--- src/rtl/prbs15_gen_pkg.sv ---
package prbs15_gen_pkg;

    typedef enum logic [1:0] {
        MODE_LONG      = 2'b00,
        MODE_SHORT_XOR = 2'b01,
        MODE_SHORT_XNR = 2'b10,
        MODE_LONG_ALT  = 2'b11
    } seq_mode_e;

    typedef enum logic [1:0] {
        ACT_HOLD  = 2'b00,
        ACT_SHIFT = 2'b01,
        ACT_LOAD  = 2'b10
    } chain_act_e;

    typedef enum logic [1:0] {
        ST_SEEDED  = 2'b00,
        ST_RUNNING = 2'b01,
        ST_WRAPPED = 2'b10
    } gen_state_e;

endpackage

--- src/rtl/prbs_tap_logic.sv ---
module prbs_tap_logic
    import prbs15_gen_pkg::*;
#(
    parameter int N_STAGES    = 16,
    parameter int LONG_TAP_A  = 14,
    parameter int LONG_TAP_B  = 15,
    parameter int SHORT_TAP_A = 3,
    parameter int SHORT_TAP_B = 4
) (
    input  logic [N_STAGES-1:0] stages_i,
    input  logic [1:0]          mode_i,
    output logic                feedback_o,
    output logic [N_STAGES-1:0] seed_o,
    output logic                frozen_o,
    output logic                lands_o
);

    localparam logic [N_STAGES-1:0] ALL_ONES   = {N_STAGES{1'b1}};
    localparam logic [N_STAGES-1:0] LONG_MASK  = ALL_ONES >> (N_STAGES - LONG_TAP_B);
    localparam logic [N_STAGES-1:0] SHORT_MASK = ALL_ONES >> (N_STAGES - SHORT_TAP_B);

    seq_mode_e             mode;
    logic [N_STAGES-1:0]   mask;
    logic [N_STAGES-1:0]   shifted;

    assign mode = seq_mode_e'(mode_i);

    always_comb begin
        unique case (mode)
            MODE_SHORT_XOR: begin
                feedback_o = stages_i[SHORT_TAP_A-1] ^ stages_i[SHORT_TAP_B-1];
                seed_o     = ALL_ONES;
                mask       = SHORT_MASK;
            end
            MODE_SHORT_XNR: begin
                feedback_o = ~(stages_i[SHORT_TAP_A-1] ^ stages_i[SHORT_TAP_B-1]);
                seed_o     = '0;
                mask       = SHORT_MASK;
            end
            default: begin
                feedback_o = ~(stages_i[LONG_TAP_A-1] ^ stages_i[LONG_TAP_B-1]);
                seed_o     = '0;
                mask       = LONG_MASK;
            end
        endcase
    end

    // The frozen pattern is the bitwise complement of the start pattern
    // over the sequence-forming stages.
    assign shifted  = {stages_i[N_STAGES-2:0], feedback_o};
    assign frozen_o = ((stages_i ^ ~seed_o) & mask) == '0;
    assign lands_o  = ((shifted ^ seed_o) & mask) == '0;

endmodule

--- src/rtl/prbs_stage_chain.sv ---
module prbs_stage_chain
    import prbs15_gen_pkg::*;
#(
    parameter int N_STAGES = 16
) (
    input  logic                clk_i,
    input  chain_act_e          act_i,
    input  logic                feedback_i,
    input  logic [N_STAGES-1:0] seed_i,
    output logic [N_STAGES-1:0] stages_o
);

    for (genvar k = 0; k < N_STAGES; k++) begin : g_stage
        logic d_in;
        logic q;

        if (k == 0) begin : g_head
            assign d_in = feedback_i;
        end else begin : g_body
            assign d_in = stages_o[k-1];
        end

        always_ff @(posedge clk_i) begin
            unique case (act_i)
                ACT_LOAD:  q <= seed_i[k];
                ACT_SHIFT: q <= d_in;
                default:   q <= q;
            endcase
        end

        assign stages_o[k] = q;
    end

endmodule

--- src/rtl/prbs_seq_ctrl.sv ---
module prbs_seq_ctrl
    import prbs15_gen_pkg::*;
(
    input  logic       clk_i,
    input  logic       rst_i,
    input  logic       en_i,
    input  logic       frozen_i,
    input  logic       lands_i,
    output chain_act_e act_o,
    output logic       wrap_o
);

    gen_state_e state_q;
    gen_state_e state_d;

    // Next-state decision
    always_comb begin
        state_d = state_q;
        if (rst_i) begin
            state_d = ST_SEEDED;
        end else if (en_i) begin
            if (frozen_i)     state_d = ST_SEEDED;
            else if (lands_i) state_d = ST_WRAPPED;
            else              state_d = ST_RUNNING;
        end else begin
            unique case (state_q)
                ST_SEEDED:  state_d = ST_SEEDED;
                ST_RUNNING: state_d = ST_RUNNING;
                ST_WRAPPED: state_d = ST_RUNNING;
                default:    state_d = ST_SEEDED;
            endcase
        end
    end

    // State register
    always_ff @(posedge clk_i) begin
        state_q <= state_d;
    end

    // Outputs
    always_comb begin
        if (rst_i)                 act_o = ACT_LOAD;
        else if (en_i && frozen_i) act_o = ACT_LOAD;
        else if (en_i)             act_o = ACT_SHIFT;
        else                       act_o = ACT_HOLD;
        unique case (state_q)
            ST_WRAPPED: wrap_o = 1'b1;
            default:    wrap_o = 1'b0;
        endcase
    end

endmodule

--- src/rtl/prbs15_xnor_gen.sv ---
module prbs15_xnor_gen
    import prbs15_gen_pkg::*;
#(
    parameter int N_STAGES    = 16,
    parameter int LONG_TAP_A  = 14,
    parameter int LONG_TAP_B  = 15,
    parameter int SHORT_TAP_A = 3,
    parameter int SHORT_TAP_B = 4,
    parameter int OUT_STAGE   = 14
) (
    input  logic                clk_i,
    input  logic                rst_i,
    input  logic                en_i,
    input  logic [1:0]          mode_i,
    output logic                prbs_o,
    output logic [N_STAGES-1:0] taps_o,
    output logic                period_o,
    output logic                lock_o
);

    logic                feedback;
    logic [N_STAGES-1:0] seed;
    logic                frozen;
    logic                lands;
    chain_act_e          act;
    logic [N_STAGES-1:0] stages;

    prbs_tap_logic #(
        .N_STAGES    (N_STAGES),
        .LONG_TAP_A  (LONG_TAP_A),
        .LONG_TAP_B  (LONG_TAP_B),
        .SHORT_TAP_A (SHORT_TAP_A),
        .SHORT_TAP_B (SHORT_TAP_B)
    ) u_taps (
        .stages_i   (stages),
        .mode_i     (mode_i),
        .feedback_o (feedback),
        .seed_o     (seed),
        .frozen_o   (frozen),
        .lands_o    (lands)
    );

    prbs_seq_ctrl u_ctrl (
        .clk_i    (clk_i),
        .rst_i    (rst_i),
        .en_i     (en_i),
        .frozen_i (frozen),
        .lands_i  (lands),
        .act_o    (act),
        .wrap_o   (period_o)
    );

    prbs_stage_chain #(
        .N_STAGES (N_STAGES)
    ) u_chain (
        .clk_i      (clk_i),
        .act_i      (act),
        .feedback_i (feedback),
        .seed_i     (seed),
        .stages_o   (stages)
    );

    assign taps_o = stages;
    assign prbs_o = stages[OUT_STAGE-1];
    assign lock_o = frozen;

endmodule

--- config.mk ---
export PLATFORM = sky130hd
export DESIGN_NAME = prbs15_xnor_gen
export DESIGN_NICKNAME = d
export VERILOG_FILES = /design/src/rtl/prbs15_gen_pkg.sv /design/src/rtl/prbs_tap_logic.sv /design/src/rtl/prbs_stage_chain.sv /design/src/rtl/prbs_seq_ctrl.sv /design/src/rtl/prbs15_xnor_gen.sv
export SDC_FILE = /design/constraint.sdc
export NUM_CORES = 1
export LEC_CHECK = 0
export BUFFER_PORTS_ARGS = -buffer_cell sky130_fd_sc_hd__buf_2
export CAP_MARGIN = 0
export CORE_UTILIZATION = 40
export DETAILED_ROUTE_END_ITERATION = 7
export HOLD_SLACK_MARGIN = 0.12
export PLACE_DENSITY = 0.73
export SLEW_MARGIN = 25
export SYNTH_ARGS = -nofsm -noshare
export SYNTH_HDL_FRONTEND = slang
export SYNTH_SLANG_ARGS = --single-unit
--- constraint.sdc ---
create_clock -name clk_i -period 3.1 [get_ports clk_i]
set_input_delay 0.465 -clock clk_i [delete_from_list [all_inputs] [get_ports clk_i]]
set_output_delay 0.465 -clock clk_i [all_outputs]
set_load 0.02 [all_outputs]
==> results.sh, run 1 <==
export IMPL_clkTransAtPathRegs_ns=0.10
export IMPL_cellPowerDensity_nw_per_um2=481
export IMPL_layout_min_cycle_time_ns=2.43
export IMPL_clock_skew_ns=0.00198
export IMPL_syn_area_um2=1120
export IMPL_die_w_um=55
export IMPL_syn_nets=107
export IMPL_antenna_cells=0
export IMPL_tightest_slew_ns=0.462
export IMPL_die_area_um2=3030
export IMPL_coreArea_um2=2570
export IMPL_fp_row_count=18
export IMPL_synth_area_leaders="edfxtp_1 43%, a21o_1 11%, buf_4 11%"
export IMPL_vias=751
export IMPL_postLayoutCoreUtil_pct=45.0
export IMPL_synthMuxAreaShare_pct=1.78
export IMPL_place_hpwl_um=1340
export IMPL_cp_data_required_time_ns=2.63
export IMPL_postCtsHoldBufs=0
export IMPL_synth_avg_cell_area_um2=11.5
export IMPL_drc=0
export IMPL_async_flop_share_pct=0
export IMPL_yosysSeqAreaShare_pct=46.3
export IMPL_cts_inserted_buffers=3
export IMPL_cts_max_level=1
export IMPL_maxSlewViolCount=0
export IMPL_ys_ff_latch=18
export IMPL_grt_pass1_wl_um=3110
export IMPL_yosys_warnings=0
export IMPL_synth_compound_area_share_pct=16.3
export IMPL_yosys_area_share_simple_pct=14.4
export IMPL_grt_pass1_vias=662
export IMPL_drtIter0Drc=7
export IMPL_drive_gt1_share_pct=28.3
export IMPL_finalHoldViolCount=0
export IMPL_criticalPathCategory="input port to primary output"
export IMPL_nFillCells=249
export IMPL_synth_top_cell_area_share_pct=42.8
export IMPL_arrival_ns=1.96
export IMPL_cts_setup_buffers=0
export IMPL_setup_tns_final_ns=0
export IMPL_cts_sinks=18
export IMPL_final_net_count=116
export IMPL_clk_latency_ns=0.28
export IMPL_max_freq_ghz=0.412
export IMPL_wire_per_inst_um=13.9
export IMPL_gr_total_overflow=0
export IMPL_synth_main_ff_cell="edfxtp_1"
export IMPL_hp_class="flop to flop"
export IMPL_cp_start_kind="input port"
export IMPL_netlist_top_cells_count="16 x a21o_1, 16 x buf_4, 16 x edfxtp_1"
export IMPL_p_leak_nw=0.596
export IMPL_ant_nets=0
export IMPL_synth_fa_ha_area_share_pct=4.45
export IMPL_tritoncts="yes"
export IMPL_endpoint_kind="primary output"
export IMPL_post_synth_top_area_cell="edfxtp_1"
export IMPL_grt_antenna_before_repair=0
export IMPL_relSlewSlack_pct=69.1
export IMPL_dr_pass1_iters=4
export IMPL_gp_congestion=0.747
export IMPL_synth_top_family_by_area="compound AO/OA/AOI/OAI gates"
export IMPL_post_cts_resized=0
export IMPL_path_max_fanout=8
export IMPL_grtUsageTotal_pct=14.1
export IMPL_ys_types=32
export IMPL_finalWirelength_um=1890
export IMPL_synth_edff_count=16
export IMPL_stdcell_area_um2=1150
export IMPL_clock_path_buffers=2
export IMPL_holdWs_ns=0.620
export IMPL_clk_root_buffer_cell="clkbuf_4"
export IMPL_status="completed"
export IMPL_area_delta_synth_final_pct=2.78
export IMPL_synth_cells=98
export IMPL_synth_xor_area_share_pct=2.34
export IMPL_vias_per_cell=5.52
export IMPL_ir_drop_uv=282
export IMPL_period_share_pct=78.3
export IMPL_grt_max_degree=19
export IMPL_io_pins=24
export IMPL_die_height_um=55
export IMPL_setup_viol=0
export IMPL_numPortBuffers=23
export IMPL_drv_cap=0
export IMPL_placed_area_um2=1130
export IMPL_rsz0062_at_grt="no"
export IMPL_start_util_pct=43.8
==> through the flow <==
step	total power, W	instances	setup WS (ns)
global placement	0.000441	132	0.742
detailed placement	0.000445	132	0.680
finish	0.000555	136	0.674
floorplan	0.000435	98	0.766
CTS	0.000561	136	0.680
global route	0.000588	136	0.562
==> layer usage <==
metal	part of all wire (%)	GRT usage [%]	routed length (um)
met1	47	20.2	899
met2	47	21.7	892
met3	4.8	2.73	91
met4	0.53	3.75	10
met5	0	0	0
==> placed cells by master, fill, tap and decap left out, types with 2 or more instances in the layout <==
cell type	synthesis	routed
a21o_1	16	16
and3b_1	2	2
buf_2	1	23
clkbuf_4	0	3
dfxtp_1	2	2
edfxtp_1	16	16
ha_1	4	4
inv_1	4	4
mux2i_1	2	2
nand4_1	3	3
nor2_1	3	3
nor2b_1	2	2
nor3b_1	3	3
nor4_1	3	3
or2_2	2	2
xor2_1	2	2
==> worst max-delay path, cell delays in order <==
cell,delay [ns]
buf_2,0.09
inv_1,0.05
ha_1,0.27
nand4b_1,0.20
or3_1,0.39
a31o_1,0.28
inv_1,0.06
buf_2,0.16
==> cell type report <==
type / instances / area, um2 / area share [%]
well taps: 30 / 37.5 / 3.25
inverters: 4 / 15.0 / 1.30
flip-flops and latches: 18 / 520 / 45.1
clock buffers: 4 / 26.3 / 2.28
multi-input cells: 57 / 440 / 38.1
repair buffers: 23 / 115 / 9.97
==> report_power, final <==
part           switching [W]  internal [W]
Clock              0.0000662     0.0000498
Sequential         0.0000259      0.000292
Combinational      0.0000718     0.0000491
==> cells by family (layout without fill, tap and decap cells) <==
kind of cell / Yosys count / after routing
and+or+nand+nor: 25 / 25
buffers and inverters: 23 / 31
adders and majority gates: 4 / 4
AOI/OAI and AO/OA: 23 / 23
xor gates and xnor gates: 3 / 3
DFF: 18 / 18
muxes: 2 / 2
==> registers in the layout, summed over array words and instances, names as in the netlist <==
signal and count:
u_ctrl.state_q 2, u_chain.g_stage.d_in 1, u_chain.g_stage.q 15
==> final timing paths <==
| check | startpoint | to | slack, ns | cells past startpoint |
|---|---|---|---|---|
| worst max-delay path | mode_i[1] | lock_o | 0.67 | 8 |
| worst max register to register | u_chain.g_stage[13].q | u_chain.g_stage[0].q | 1.13 | 5 |
| worst min-delay path | u_chain.g_stage[8].q | u_chain.g_stage[10].d_in | 0.62 | 1 |
| worst min register to register | u_chain.g_stage[8].q | u_chain.g_stage[10].d_in | 0.62 | 1 |
(Power assumes the default switching activity.)
==> run 2, diff against run 1 <==
- ABC_AREA: default -> 1
- PLACE_DENSITY: 0.73 -> 0.74
- clock period: 3.1 -> 2.22 ns (I/O delays scaled with it)
==> run 2 against run 1 <==
Net effect:
- worst hold slack worse by 0.16 ns
- sequential power is 38% higher
- register-to-register slack worse by 0.71 ns
- the run now ends with DRC left
- synthesized cell count is 46% higher
- core utilization hardly changed
- combinational power is 73% higher
- design area is 10% higher
- power is 55% higher
- via count is 24% higher
- global-route usage is 1.6 points higher
- clock skew is 0.013 ns higher
==> results.sh, run 2 <==
export IMPL_setup_viol=0
export IMPL_die_w_um=57.3
export IMPL_r2r_start="u_chain.g_stage[13].q"
export IMPL_holdWs_ns=0.457
export IMPL_path_max_fanout=7
export IMPL_setup_tns_final_ns=0
export IMPL_syn_nets=152
export IMPL_post_synth_top_area_cell="edfxtp_1"
export IMPL_netlist_top_cells_count="32 x nand2_1, 16 x buf_4, 16 x edfxtp_1, 16 x inv_1, 12 x nor2_1"
export IMPL_cts_inserted_buffers=3
export IMPL_nFillCells=283
export IMPL_postCtsHoldBufs=0
export IMPL_die_area_um2=3280
export IMPL_post_cts_resized=0
export IMPL_syn_area_um2=1220
export IMPL_synth_top_cell_area_share_pct=39.3
export IMPL_reg2reg_to="u_chain.g_stage[0].q"
export IMPL_grt_pass1_wl_um=3860
export IMPL_gr_total_overflow=0
export IMPL_finalWirelength_um=2400
export IMPL_ir_drop_uv=493
export IMPL_path_cells="buf_2, inv_1, ha_1, xor2_1, nand2_1, nor3_4, nand2_2, inv_1, buf_2"
export IMPL_cts_setup_buffers=0
export IMPL_min_from="rst_i"
export IMPL_grt_pass1_vias=854
export IMPL_final_net_count=163
export IMPL_grt_antenna_before_repair=0
export IMPL_crit_slowest_cell="ha_1"
export IMPL_ff2ff_setup_slack_ns=0.42
export IMPL_crit_start="mode_i[1]"
export IMPL_yosysSeqAreaShare_pct=42.6
export IMPL_ys_types=21
export IMPL_endpoint_kind="primary output"
export IMPL_clkTransAtPathRegs_ns=0.10
export IMPL_grt_max_degree=18
export IMPL_coreArea_um2=2830
export IMPL_yosys_warnings=0
export IMPL_drtIter0Drc=41
export IMPL_holdPathEnd="u_ctrl.state_q[1]"
export IMPL_layout_min_cycle_time_ns=2.08
export IMPL_fp_row_count=19
export IMPL_max_freq_ghz=0.480
export IMPL_drv_cap=0
export IMPL_mostFrequentLayoutCell="nand2_1"
export IMPL_violations="DRC"
export IMPL_synth_most_common_cell="nand2_1"
export IMPL_holdPathStages=4
export IMPL_period_share_pct=93.8
export IMPL_vias=931
export IMPL_cp_start_kind="input port"
export IMPL_synth_avg_cell_area_um2=8.55
export IMPL_max_stage_delay_ns=0.34
export IMPL_die_height_um=57.3
export IMPL_clock_path_buffers=2
export IMPL_status="finished with violations"
export IMPL_antenna_cells=0
export IMPL_hp_class="input port to flop"
export IMPL_largest_reg_flops=15
export IMPL_place_hpwl_um=1750
export IMPL_drive_gt1_share_pct=30.1
export IMPL_async_flop_share_pct=0
export IMPL_wire_per_inst_um=13.1
export IMPL_top_register="u_chain.g_stage.q"
export IMPL_relSlewSlack_pct=73.2
export IMPL_numPortBuffers=23
export IMPL_area_delta_synth_final_pct=4.20
export IMPL_clock_skew_ns=0.0148
export IMPL_clk_latency_ns=0.31
export IMPL_criticalPathCategory="input port to primary output"
export IMPL_synth_cells=143
export IMPL_postLayoutCoreUtil_pct=45.0
export IMPL_tritoncts="yes"
export IMPL_reg2reg_depth=9
export IMPL_gp_congestion=0.870
export IMPL_synth_edff_count=16
export IMPL_clk_root_buffer_cell="clkbuf_4"
export IMPL_ys_ff_latch=18
export IMPL_vias_per_cell=5.06
export IMPL_final_cell_mix="32 x nand2_1, 23 x buf_2, 16 x inv_1, 16 x edfxtp_1, 12 x nor2_1"
export IMPL_maxSlewViolCount=0
export IMPL_io_pins=24
export IMPL_grtUsageTotal_pct=15.7
export IMPL_drc=10
export IMPL_cellPowerDensity_nw_per_um2=675
export IMPL_synth_main_ff_cell="edfxtp_1"
export IMPL_cts_sinks=18
export IMPL_ant_nets=0
export IMPL_finalHoldViolCount=0
export IMPL_rsz0062_at_grt="no"
export IMPL_p_leak_nw=0.622
export IMPL_tightest_slew_ns=0.401
export IMPL_cp_data_required_time_ns=1.89
export IMPL_synth_area_leaders="edfxtp_1 39%, buf_4 9.8%, nand2_1 9.8%"
export IMPL_cts_max_level=1
export IMPL_arrival_ns=1.75
export IMPL_dr_pass1_iters=7
export IMPL_start_util_pct=43.2
-- run 2: how the worst max path moves through the flow --
stage                            to  cells after the start  slack (ns)
5_1_grt                      lock_o                      8        0.05
6_report                     lock_o                      9        0.14
2_1_floorplan  u_chain.g_stage[3].q                     10        0.51
4_1_cts                      lock_o                      9        0.17
3_3_place_gp   u_chain.g_stage[0].q                     10        0.21
3_5_place_dp   u_chain.g_stage[0].q                     10        0.12
-- run 2: final cells by class --
class / instances / area (um2) / share of cell area, %
Timing Repair Buffer: 25 / 130 / 10.2
Multi-Input combinational cell: 90 / 488 / 38.3
Tap cell: 31 / 38.8 / 3.05
Sequential cell: 18 / 520 / 40.9
Clock buffer: 4 / 36.3 / 2.85
Inverter: 16 / 60.1 / 4.72
-- run 2: metal layers --
| layer | part of all wire [%] | global-route usage [%] | up-vias |
|---|---|---|---|
| li1 | - | - | 461 |
| met1 | 46 | 20.0 | 424 |
| met2 | 45 | 24.9 | 35 |
| met3 | 6.2 | 5.22 | 11 |
| met4 | 2.7 | 5.92 | 0 |
| met5 | 0 | 0 | - |
-- run 2: logic make-up (layout without fill, tap and decap cells) --
kind of cell	count (synthesis)	after routing	share of synthesized area, %
flops	18	18	42.6
xor+xnor	2	2	1.43
buf+inv	35	45	17.5
simple gates	70	70	27.2
compound gates	14	14	7.17
fa+ha+maj	4	4	4.09
-- run 2: per-stage QoR --
| stage | cells | total power [W] | worst slack (ns) | area [um2] |
|---|---|---|---|---|
| 3_5_place_dp | 178 | 0.000647 | 0.117 | 1220 |
| 6_report | 184 | 0.000860 | 0.139 | 1270 |
| 4_1_cts | 182 | 0.000855 | 0.167 | 1260 |
| 2_1_floorplan | 143 | 0.000627 | 0.512 | 1220 |
| 5_1_grt | 184 | 0.000902 | 0.0495 | 1270 |
| 3_3_place_gp | 178 | 0.000639 | 0.211 | 1220 |
-- run 2: power by group --
group | internal [W] | switching [W]
clock network | 0.000100 | 0.000113
registers | 0.000408 | 0.0000296
logic | 0.0000680 | 0.000141
-- run 2: critical path: cells and delay by family --
kind                     cells  cell delay, ns
buffers and inverters        4            0.40
XOR/XNOR                     1            0.23
adder cells (fa/ha/maj)      1            0.34
AND/OR/NAND/NOR              3            0.42
